### src/rtl/txind_pkg.sv
package txind_pkg;

  localparam int VC_W   = 15;
  localparam int QP_W   = 15;
  localparam int ADDR_W = 32;
  localparam int IND_W  = 32;
  localparam int N_MBOX = 2;

  typedef struct packed {
    logic              err;
    logic [VC_W-1:0]   vc;
    logic              nxt_ok;
    logic [ADDR_W-1:0] daddr;
    logic              mbox;
  } txevt_t;

  // Pack one completion event into the indication word.
  function automatic logic [IND_W-1:0] pack_ind(input txevt_t e);
    logic [IND_W-1:0] w;
    w[31]    = ~e.err;
    w[30:16] = e.vc;
    w[15]    = e.nxt_ok;
    w[14:0]  = e.daddr[QP_W-1:0];
    return w;
  endfunction

endpackage

### src/rtl/txind_evq.sv
module txind_evq
  import txind_pkg::*;
#(
  parameter int DEPTH = 4
) (
  input  logic   clk,
  input  logic   rst_n,
  input  logic   push0,
  input  txevt_t ev0,
  input  logic   push1,
  input  txevt_t ev1,
  input  logic   pop,
  output txevt_t head,
  output logic   head_vld,
  output logic   room2
);

  localparam int PW = (DEPTH > 1) ? $clog2(DEPTH) : 1;
  localparam int CW = $clog2(DEPTH + 1);

  txevt_t        mem [DEPTH];
  logic [PW-1:0] rd_p, wr_p;
  logic [CW-1:0] cnt;

  function automatic logic [PW-1:0] step(input logic [PW-1:0] p);
    return (p == PW'(DEPTH - 1)) ? '0 : p + 1'b1;
  endfunction

  always_ff @(posedge clk) begin
    if (push0 && push1) begin
      mem[wr_p]       <= ev0;
      mem[step(wr_p)] <= ev1;
    end else if (push0 || push1) begin
      mem[wr_p] <= push0 ? ev0 : ev1;
    end
  end

  always_ff @(posedge clk) begin
    if (!rst_n) begin
      rd_p <= '0;
      wr_p <= '0;
      cnt  <= '0;
    end else begin
      if (push0 && push1)
        wr_p <= step(step(wr_p));
      else if (push0 || push1)
        wr_p <= step(wr_p);
      if (pop)
        rd_p <= step(rd_p);
      cnt <= cnt + CW'(push0) + CW'(push1) - CW'(pop);
    end
  end

  assign head     = mem[rd_p];
  assign head_vld = (cnt != '0);
  assign room2    = (cnt <= CW'(DEPTH - 2));


  no_overflow_chk: assert property (@(posedge clk) disable iff (!rst_n)
    cnt <= CW'(DEPTH));


  pop_nonempty_chk: assert property (@(posedge clk) disable iff (!rst_n)
    pop |-> head_vld);

endmodule

### src/rtl/txind_ring.sv
module txind_ring #(
  parameter int          DEPTH = 8,
  parameter int          AW    = 16,
  parameter int unsigned BASE  = 0
) (
  input  logic          clk,
  input  logic          rst_n,
  input  logic          wr,
  input  logic          ack,
  output logic          full,
  output logic [AW-1:0] slot_addr
);

  localparam int PW = (DEPTH > 1) ? $clog2(DEPTH) : 1;
  localparam int FW = $clog2(DEPTH + 1);

  logic [PW-1:0] wptr;
  logic [FW-1:0] fill;
  logic          dec;

  // Byte address of a ring slot: base plus four bytes per word.
  function automatic logic [AW-1:0] slot_of(input logic [PW-1:0] p);
    return AW'(BASE + (32'(p) << 2));
  endfunction

  assign dec = ack && (fill != '0);

  always_ff @(posedge clk) begin
    if (!rst_n) begin
      wptr <= '0;
      fill <= '0;
    end else begin
      if (wr)
        wptr <= (wptr == PW'(DEPTH - 1)) ? '0 : wptr + 1'b1;
      fill <= fill + FW'(wr) - FW'(dec);
    end
  end

  assign full      = (fill == FW'(DEPTH));
  assign slot_addr = slot_of(wptr);


  ptr_wrap_chk: assert property (@(posedge clk) disable iff (!rst_n)
    (wr && wptr == PW'(DEPTH - 1)) |=> (wptr == '0));


  no_full_write_chk: assert property (@(posedge clk) disable iff (!rst_n)
    wr |-> !full);


  fill_bound_chk: assert property (@(posedge clk) disable iff (!rst_n)
    fill <= FW'(DEPTH));

endmodule

### src/rtl/txind_irq.sv
module txind_irq #(
  parameter int N = 2
) (
  input  logic         clk,
  input  logic         rst_n,
  input  logic [N-1:0] set_v,
  input  logic         clr_we,
  input  logic [N-1:0] clr_v,
  input  logic         mask_we,
  input  logic [N-1:0] mask_v,
  output logic [N-1:0] sts,
  output logic         irq
);

  logic [N-1:0] mask_q;

  always_ff @(posedge clk) begin
    if (!rst_n) begin
      mask_q <= '0;
    end else if (mask_we) begin
      mask_q <= mask_v;
    end
  end

  for (genvar i = 0; i < N; i++) begin : g_bit
    always_ff @(posedge clk) begin
      if (!rst_n)
        sts[i] <= 1'b0;
      else if (set_v[i])
        sts[i] <= 1'b1;
      else if (clr_we && clr_v[i])
        sts[i] <= 1'b0;
    end


    sts_set_chk: assert property (@(posedge clk) disable iff (!rst_n)
      set_v[i] |=> sts[i]);


    sts_hold_chk: assert property (@(posedge clk) disable iff (!rst_n)
      (sts[i] && !(clr_we && clr_v[i])) |=> sts[i]);
  end

  assign irq = |(sts & ~mask_q);


  irq_masked_chk: assert property (@(posedge clk) disable iff (!rst_n)
    (mask_q == '1) |-> !irq);

endmodule

### src/rtl/txdone_mbox_writer.sv
module txdone_mbox_writer
  import txind_pkg::*;
#(
  parameter int          Q_DEPTH  = 4,
  parameter int          MB_DEPTH = 8,
  parameter int          MB_AW    = 16,
  parameter int unsigned MBA_BASE = 32'h0200,
  parameter int unsigned MBB_BASE = 32'h0300
) (
  input  logic             clk,
  input  logic             rst_n,
  input  logic             evt0_valid,
  input  logic             evt0_err,
  input  logic [14:0]      evt0_vc,
  input  logic             evt0_next_ok,
  input  logic [31:0]      evt0_desc,
  input  logic             evt0_mbox,
  input  logic             evt1_valid,
  input  logic             evt1_err,
  input  logic [14:0]      evt1_vc,
  input  logic             evt1_next_ok,
  input  logic [31:0]      evt1_desc,
  input  logic             evt1_mbox,
  output logic             evt_ready,
  input  logic [1:0]       mb_ack,
  output logic             mb_we,
  output logic [MB_AW-1:0] mb_addr,
  output logic [31:0]      mb_data,
  output logic             mbox_busy,
  input  logic             sts_clr_we,
  input  logic [1:0]       sts_clr,
  input  logic             mask_we,
  input  logic [1:0]       mask_in,
  output logic [1:0]       sts,
  output logic             irq
);

  localparam int unsigned BASES [N_MBOX] = '{MBA_BASE, MBB_BASE};

  txevt_t            ev0, ev1, q_head;
  logic              push0, push1, q_vld, q_room2;
  logic              issue, blocked;
  logic [N_MBOX-1:0] mb_full, mb_wr;
  logic [MB_AW-1:0]  slot [N_MBOX];

  assign ev0 = '{err: evt0_err, vc: evt0_vc, nxt_ok: evt0_next_ok,
                 daddr: evt0_desc, mbox: evt0_mbox};
  assign ev1 = '{err: evt1_err, vc: evt1_vc, nxt_ok: evt1_next_ok,
                 daddr: evt1_desc, mbox: evt1_mbox};

  assign evt_ready = q_room2;
  assign push0     = evt0_valid && q_room2;
  assign push1     = evt1_valid && q_room2;

  txind_evq #(.DEPTH(Q_DEPTH)) u_evq (
    .clk(clk), .rst_n(rst_n),
    .push0(push0), .ev0(ev0), .push1(push1), .ev1(ev1),
    .pop(issue), .head(q_head), .head_vld(q_vld), .room2(q_room2)
  );

  assign blocked   = mb_full[q_head.mbox];
  assign issue     = q_vld && !blocked;
  assign mbox_busy = q_vld && blocked;

  for (genvar m = 0; m < N_MBOX; m++) begin : g_ring
    assign mb_wr[m] = issue && (q_head.mbox == 1'(m));
    txind_ring #(.DEPTH(MB_DEPTH), .AW(MB_AW), .BASE(BASES[m])) u_ring (
      .clk(clk), .rst_n(rst_n), .wr(mb_wr[m]), .ack(mb_ack[m]),
      .full(mb_full[m]), .slot_addr(slot[m])
    );
  end

  always_ff @(posedge clk) begin
    if (!rst_n) begin
      mb_we   <= 1'b0;
      mb_addr <= '0;
      mb_data <= '0;
    end else begin
      mb_we <= issue;
      if (issue) begin
        mb_addr <= slot[q_head.mbox];
        mb_data <= pack_ind(q_head);
      end
    end
  end

  txind_irq #(.N(N_MBOX)) u_irq (
    .clk(clk), .rst_n(rst_n), .set_v(mb_wr),
    .clr_we(sts_clr_we), .clr_v(sts_clr),
    .mask_we(mask_we), .mask_v(mask_in),
    .sts(sts), .irq(irq)
  );


  accept_queued_chk: assert property (@(posedge clk) disable iff (!rst_n)
    (evt0_valid && evt_ready) |=> q_vld);


  busy_no_write_chk: assert property (@(posedge clk) disable iff (!rst_n)
    mbox_busy |=> !$past(issue) || !mb_we);


  dual_serial_chk: assert property (@(posedge clk) disable iff (!rst_n)
    $onehot0(mb_wr));

endmodule

### config.mk
export PLATFORM = sky130hd
export DESIGN_NAME = txdone_mbox_writer
export DESIGN_NICKNAME = d
export VERILOG_FILES = /design/src/rtl/txind_pkg.sv /design/src/rtl/txind_evq.sv /design/src/rtl/txind_ring.sv /design/src/rtl/txind_irq.sv /design/src/rtl/txdone_mbox_writer.sv
export SDC_FILE = /design/constraint.sdc
export NUM_CORES = 1
export LEC_CHECK = 0
export BUFFER_PORTS_ARGS = -buffer_cell sky130_fd_sc_hd__buf_2
export CAP_MARGIN = 20
export CORE_MARGIN = 5
export CORE_UTILIZATION = 56
export CTS_CLUSTER_DIAMETER = 100
export DETAILED_ROUTE_END_ITERATION = 7
export GPL_TIMING_DRIVEN = 0
export PLACE_DENSITY = 0.83
export SLEW_MARGIN = 5
export SYNTH_ARGS = -nofsm -noshare
export SYNTH_HDL_FRONTEND = slang
export SYNTH_SLANG_ARGS = --single-unit
### constraint.sdc
create_clock -name clk -period 5.29 [get_ports clk]
set_input_delay 0.529 -clock clk [delete_from_list [all_inputs] [get_ports clk]]
set_output_delay 0.529 -clock clk [all_outputs]
set_load 0.05 [all_outputs]
==> results.cfg, run 1 <==
[layout]
post-route-util = 0.6719
layout-drive-gt1-share = 0.4222
stdcell_count = 1070
fin_nets = 978
multi_input_area_sq_um = 3920
n_fill_cell = 1184
seq_area_sq_um = 5265
synthToLayoutAreaGrowth_pct = 17.40

[setup_path]
worstReg2RegEnd = u_evq.mem[1][42]$_DFFE_PP_
crit_fanout = 10
cp.arrival_ps = 3730
critPathLaunchType = flip-flop
crit_type = reg2reg
worstPathCellList = inv_1 -> ha_1 -> o21ai_1 -> inv_1 -> ha_1 -> nand2_1 -> a21boi_1 -> buf_2 -> mux2_2
crit_buf_inv = 3
r2r_cells = 9
crit_required_ps = 5470
critPathMaxStageDelay_ps = 590
end_kind = flip-flop
r2r_start = u_evq.cnt[1]$_SDFF_PN0_
critical-path-slowest-cell = a21boi_1
reg2reg_slack_ps = 1740
crit_family = compound AO/OA/AOI/OAI gates

[global_routing]
track_usage = 0.2213
grt_first_pass_wirelength_um = 33820
grt_pass1_vias = 6367
grt_start_max_net_pins = 23
grt_overflow = 0
antenna_found_initial = 3

[logic_synthesis]
synth.top_cells.by_count = 132 x edfxtp_1, 132 x mux2_2, 65 x dfxtp_1
synth-warning-count = 0
synth.distinct_cells = 41
synthTopCellsByArea = edfxtp_1 42%, mux2_2 16%, dfxtp_1 14%
synthCells = 683
syn_area_per_cell_sq_um = 13.90
yosysTopAreaCell = edfxtp_1
synth_edf_count = 132
yosys.area.top_type_share = 0.4176
ys_ff_latch = 197
async_flop_share = 0
synth_ff_type = edfxtp_1
yosysSeqAreaShare = 0.5547
syn_area_sq_um = 9492

[routing]
vias = 6174
wl_met2_um = 10580
vias_per_cell = 5.770
first_pass_iters = 5
wl_met1_um = 9046
wl_per_cell_um = 20.12
drtIter0Drc = 438
routed_wl_um = 21530
top_layer_used = met5
dr_wl_met3_um = 1543
drc = 0
detail-route-antenna-nets = 0

[timing]
fmax_ghz = 0.2814
max_slew_margin = 0.5242
fin_skew_ps = 12.44
tns_ps = 0
timing.final.max_slew_violations = 0
rsz0062_at_grt = false
fin_crit_ps = 3554
finalSetupViolCount = 0
final.period_utilization = 0.6718
worstMarginPinSlew_ps = 703.7
finalHoldViolCount = 0

[floorplanning]
num_io_pins = 166
fp-row-count = 47
die_y_um = 140.2
start_util = 0.5724
dieArea_sq_um = 19650
core-area_sq_um = 16580
dieWidth_um = 140.2

[clock_tree]
cts-buffers-inserted = 17
cts_max_level = 4
clock-sinks = 197
cts_resized = 0
clockBufferDepth = 2
clk_latency_ps = 440
clkSlewWorstSetupHoldPaths_ps = 70
root_buffer = clkbuf_16
post_cts_buffers = 0
cts_hold_buf = 0
cts_tree = yes

[power]
power.share.clock = 0.181
power.density_nw_per_um2 = 650.3
switching_share = 0.3806
p_seq_frac = 0.348
p_int_mw = 4.489
power_mw = 7.247
vdd_drop_max_v = 0.0004616
p_leak_nw = 4.293
switchingPower_mw = 2.758
p_comb_frac = 0.471

[worst_hold_path]
hp-class = in2reg
holdPathEnd = u_irq.mask_q[1]$_SDFFE_PN0P_
min_path_cells = 3
min_from = mask_in[1]

[place]
place_congestion = 0.8115
io_buffers = 119
dp_hpwl_um = 14460
place_inst = 1036

[flow_run]
cap_violations = 0

[status]
status = finished, final reports clean
-- layout make-up --
class,count,area share
clock inverters,7,0.004604
clock buffers,25,0.05042
flip-flops and latches,197,0.4725
diodes,2,0.0004491
inverters,27,0.009095
multi-input cells,415,0.3518
well taps,220,0.02470
plain buffers,54,0.02583
repair buffers,123,0.06063
-- through the flow --
stage                     worst slack, ps  hold slack, ps  area [sq um]
after floorplan                      1205           453.9          9529
after global placement             -723.0           446.0         10400
after detailed placement             1772           454.6         10530
after CTS                            1739           355.0         11140
after global routing                 1548           370.0         11140
final                                1736           370.9         11140
-- registers in the layout (all words and copies together), names as in the netlist, named ones only --
name	cells
g_ring.u_ring.fill	8
g_ring.u_ring.wptr	6
mb_addr	5
mb_data	32
mb_we	1
u_evq.cnt	3
u_evq.mem	132
u_evq.rd_p	2
u_evq.wr_p	2
u_irq.mask_q	2
u_irq.sts	2
-- placed cells by master, fill, tap and decap left out, drive strengths merged, types with 8 or more instances in the layout --
| cell | n |
|---|---|
| clkbuf | 42 |
| ha | 27 |
| a21boi | 10 |
| edfxtp | 132 |
| mux2 | 132 |
| nor2b | 8 |
| nand2 | 52 |
| o21ai | 41 |
| buf | 160 |
| conb | 11 |
| nand4 | 32 |
| mux2i | 8 |
| inv | 28 |
| mux4 | 33 |
| and2 | 11 |
| dfxtp | 65 |
-- logic make-up after synthesis --
family,after synthesis,synth area share
xor+xnor,6,0.005536
simple gates,127,0.06973
fa+ha+maj,31,0.04403
flops,197,0.5547
compound gates,67,0.04126
buf+inv,81,0.04100
mux,173,0.2433
other cells,1,0.0003951
-- power by group through the flow --
| stage | Clock [mW] | Sequential [mW] | Combinational, mW |
|---|---|---|---|
| after floorplan | 0 | 2.85 | 2.19 |
| after global placement | 0 | 2.60 | 3.22 |
| after detailed placement | 0 | 2.55 | 3.38 |
| after CTS | 1.32 | 2.52 | 3.42 |
| after global routing | 1.38 | 2.57 | 3.69 |
| final | 1.31 | 2.52 | 3.41 |
-- worst reg2reg max path, delay by kind of cell (launching register included) --
family | cells | cell delay [ps]
flip-flops | 1 | 360
adder cells (fa/ha/maj) | 2 | 550
AO/OA/AOI/OAI | 2 | 1090
buffers and inverters | 3 | 740
multiplexers | 1 | 390
AND/OR/NAND/NOR | 1 | 160
-- worst max-delay path by stage --
stage	cells past startpoint	to	slack, ps	startpoint
4_1_cts	9	u_evq.mem[1][42]$_DFFE_PP_	1740	u_evq.cnt[1]$_SDFF_PN0_
3_3_place_gp	5	u_evq.mem[0][9]$_DFFE_PP_	-720	u_evq.cnt[0]$_SDFF_PN0_
2_1_floorplan	5	u_evq.mem[2][0]$_DFFE_PP_	1200	u_evq.cnt[0]$_SDFF_PN0_
5_1_grt	9	u_evq.mem[1][42]$_DFFE_PP_	1550	u_evq.cnt[1]$_SDFF_PN0_
6_report	9	u_evq.mem[1][42]$_DFFE_PP_	1740	u_evq.cnt[1]$_SDFF_PN0_
3_5_place_dp	9	u_evq.mem[1][41]$_DFFE_PP_	1770	u_evq.cnt[1]$_SDFF_PN0_
-- layer usage --
metal,up-vias,GRT usage
met5,-,0
met4,6,0.06170
met3,32,0.05521
met2,264,0.3705
met1,3023,0.2891
li1,2849,-
(Power assumes the default switching activity.)
==> run 2: changes to the inputs <==
--- a/config.mk
+++ b/config.mk
@@ -5,14 +5,15 @@
 export SDC_FILE = /design/constraint.sdc
 export NUM_CORES = 1
 export LEC_CHECK = 0
+export ABC_AREA = 1
 export BUFFER_PORTS_ARGS = -buffer_cell sky130_fd_sc_hd__buf_2
 export CAP_MARGIN = 20
 export CORE_MARGIN = 5
-export CORE_UTILIZATION = 56
+export CORE_UTILIZATION = 52
 export CTS_CLUSTER_DIAMETER = 100
 export DETAILED_ROUTE_END_ITERATION = 7
 export GPL_TIMING_DRIVEN = 0
-export PLACE_DENSITY = 0.83
+export PLACE_DENSITY = 0.8
 export SLEW_MARGIN = 5
 export SYNTH_ARGS = -nofsm -noshare
 export SYNTH_HDL_FRONTEND = slang
==> constraint.sdc (replaced) <==
create_clock -name clk -period 3.1 [get_ports clk]
set_input_delay 0.31 -clock clk [delete_from_list [all_inputs] [get_ports clk]]
set_output_delay 0.31 -clock clk [all_outputs]
set_load 0.05 [all_outputs]
==> run 2 against run 1 <==
  * First-iteration DRC count up 91%
  * Count of clock-buffer cells in the layout down 3
  * Synthesized area up 7.4%
  * Setup slack worse by 1500 ps
  * Worst hold slack worse by 270 ps
  * Clock power up 63%
  * Sequential cell count unchanged
  * Combinational power up 86%
  * Wire length up 23%
  * Via count up 42%
  * Maximum frequency up 22%
  * Sequential power up 78%
  * Critical path type unchanged
  * Critical endpoint is now u_evq.mem[3][42]$_DFFE_PP_
  * Highest routed layer is now met4
==> results.cfg, run 2 <==
[status]
status = finished, final reports clean

[timing]
finalHoldViolCount = 0
fmax_ghz = 0.3432
final.period_utilization = 0.9399
max_slew_margin = 0.4682
timing.final.max_slew_violations = 0
fin_skew_ps = 9.540
worstMarginPinSlew_ps = 794.6
fin_crit_ps = 2914
rsz0062_at_grt = false
finalSetupViolCount = 0
fin_ws_ps = 186.3

[layout]
final_common_cell = nand2_1
reg_top3 = u_evq.mem: 132 flops, mb_data: 32 flops, g_ring.u_ring.fill: 8 flops
synthToLayoutAreaGrowth_pct = 16.65
layout-drive-gt1-share = 0.1532
largest_register_ffs = 132
fin_nets = 1540
layout.cells.most_common_list = 277 x nand2_1, 233 x o21ai_0, 154 x nor2_1
stdcell_area_sq_um = 11890
seq_area_sq_um = 5265
stdcell_count = 1678
n_fill_cell = 1665
multi_input_area_sq_um = 4011
top_register = u_evq.mem

[power]
switchingPower_mw = 5.743
p_leak_nw = 5.078
vdd_drop_max_v = 0.0004319
p_comb_frac = 0.489
p_seq_frac = 0.346
power.density_nw_per_um2 = 1091
power.share.clock = 0.164
p_int_mw = 7.229
switching_share = 0.4428

[logic_synthesis]
syn_area_per_cell_sq_um = 8.186
syn_area_sq_um = 10190
yosysSeqAreaShare = 0.5166
yosysTopAreaCell = edfxtp_1
synth.top_cells.by_count = 277 x nand2_1, 237 x o21ai_0, 154 x nor2_1
yosys.area.top_type_share = 0.3890
synth.distinct_cells = 33
async_flop_share = 0
synthCells = 1245
synth.most_common_cell = nand2_1
ys_ff_latch = 197
synth_ff_type = edfxtp_1
synth_edf_count = 132
synthTopCellsByArea = edfxtp_1 39%, dfxtp_1 13%, o21ai_0 12%
synth-warning-count = 0

[floorplanning]
core-area_sq_um = 19400
dieArea_sq_um = 22500
fp-row-count = 51
die_y_um = 150.0
start_util = 0.5253
num_io_pins = 166
dieWidth_um = 150.0

[clock_tree]
clockBufferDepth = 2
clk_latency_ps = 440
post_cts_buffers = 0
cts-buffers-inserted = 17
cts_hold_buf = 0
cts_resized = 0
cts_max_level = 4
clock-sinks = 197
cts_tree = yes
root_buffer = clkbuf_16
clkSlewWorstSetupHoldPaths_ps = 70

[place]
dpl_cell_area_sq_um = 11300
io_buffers = 119
dp_hpwl_um = 19270
place_inst = 1643
place_congestion = 0.9273
place_ws_ps = 297.0

[setup_path]
critical-path-slowest-cell = clkbuf_1
crit_buf_inv = 5
crit_required_ps = 3260
worstPathCellList = inv_1 -> ha_1 -> o21bai_4 -> nand2_1 -> inv_1 -> ha_1 -> nand2_1 -> inv_1 -> clkbuf_1 -> clkbuf_1 -> o21ai_0
critPathLaunchType = flip-flop
critPathMaxStageDelay_ps = 470
end_kind = flip-flop
cp.arrival_ps = 3070
crit_top_cell = inv_1
crit_family = buffers and inverters
crit_fanout = 10
crit_type = reg2reg

[global_routing]
grt_overflow = 0
grt_start_max_net_pins = 25
antenna_found_initial = 2
grt_first_pass_wirelength_um = 41900
grt_pass1_vias = 8534
track_usage = 0.2394

[routing]
drc = 0
vias_per_cell = 5.235
routed_wl_um = 26540
vias = 8785
wl_per_cell_um = 15.82
drtIter0Drc = 836
detail-route-antenna-nets = 0
first_pass_iters = 5

[worst_hold_path]
hp-class = in2reg

[flow_run]
cap_violations = 0
==> run 2: changes by cell type after synthesis, sizes merged, moves of 40 or more <==
cell,delta
nand2,+232
o21ai,+199
nor2,+149
mux2,-132
inv,+123
a21oi,+42
nand3,+40
==> run 2: final timing paths <==
kind	endpoint	slack (ps)	start	depth (start not counted)
worst min-delay path	u_irq.mask_q[0]$_SDFFE_PN0P_	100	mask_in[0]	3
worst min register to register	mb_data[29]$_SDFFE_PN0N_	440	mb_data[29]$_SDFFE_PN0N_	2
worst max-delay path	u_evq.mem[3][42]$_DFFE_PP_	190	u_evq.cnt[1]$_SDFF_PN0_	11
worst max register to register	u_evq.mem[3][42]$_DFFE_PP_	190	u_evq.cnt[1]$_SDFF_PN0_	11
==> run 2: logic make-up (layout without fill, tap and decap cells) <==
logic type,after synthesis,count (layout),synth area share
compound gates,293,293,0.1504
flops,197,197,0.5166
other cells,1,14,0.0003680
simple gates,484,484,0.1903
xor+xnor,4,4,0.003438
fa+ha+maj,31,31,0.04101
buf+inv,235,390,0.09785
==> run 2: per-layer routing <==
| metal | global-route usage | share of wire | vias up |
|---|---|---|---|
| met3 | 0.04906 | 0.086 | 73 |
| met2 | 0.4008 | 0.48 | 446 |
| met1 | 0.2933 | 0.40 | 3938 |
| met4 | 0.1226 | 0.037 | 0 |
| li1 | - | - | 4328 |
| met5 | 0 | 0 | - |
==> run 2: area by class of cell <==
cell class / instances / area share
clock buffers: 22 / 0.04263
repair buffers: 123 / 0.05873
flip-flops and latches: 197 / 0.4429
inverters: 150 / 0.04736
clock inverters: 10 / 0.005789
well taps: 265 / 0.02789
multi-input cells: 823 / 0.3374
plain buffers: 85 / 0.03663
diodes: 3 / 0.0006315
==> run 2: worst register-to-register path, stage by stage, from the launching register on <==
cell and delay, ps:
dfxtp_1 320, inv_1 110, ha_1 160, o21bai_4 130, nand2_1 150, inv_1 90
ha_1 240, nand2_1 150, inv_1 180, clkbuf_1 440, clkbuf_1 470, o21ai_0 210
==> run 2: power groups by stage <==
stage          clock network, mW  registers (mW)  logic, mW
2_1_floorplan                  0            5.16       3.83
4_1_cts                     2.13            4.49       6.33
5_1_grt                     2.25            4.57       7.11
6_report                    2.13            4.49       6.35
3_5_place_dp                   0            4.54       6.27
3_3_place_gp                   0            4.56       5.91
==> run 2: per-stage QoR <==
stage	utilization	hold WS, ps	TNS, ps	total power [mW]
after floorplan	-	444.9	-7722	8.986
after global placement	0.5751	424.8	-124190	10.47
after detailed placement	0.5827	430.9	0	10.81
after CTS	0.6124	93.33	0	12.94
after global routing	0.6127	125.5	0	13.94
final	0.6128	102.0	0	12.97
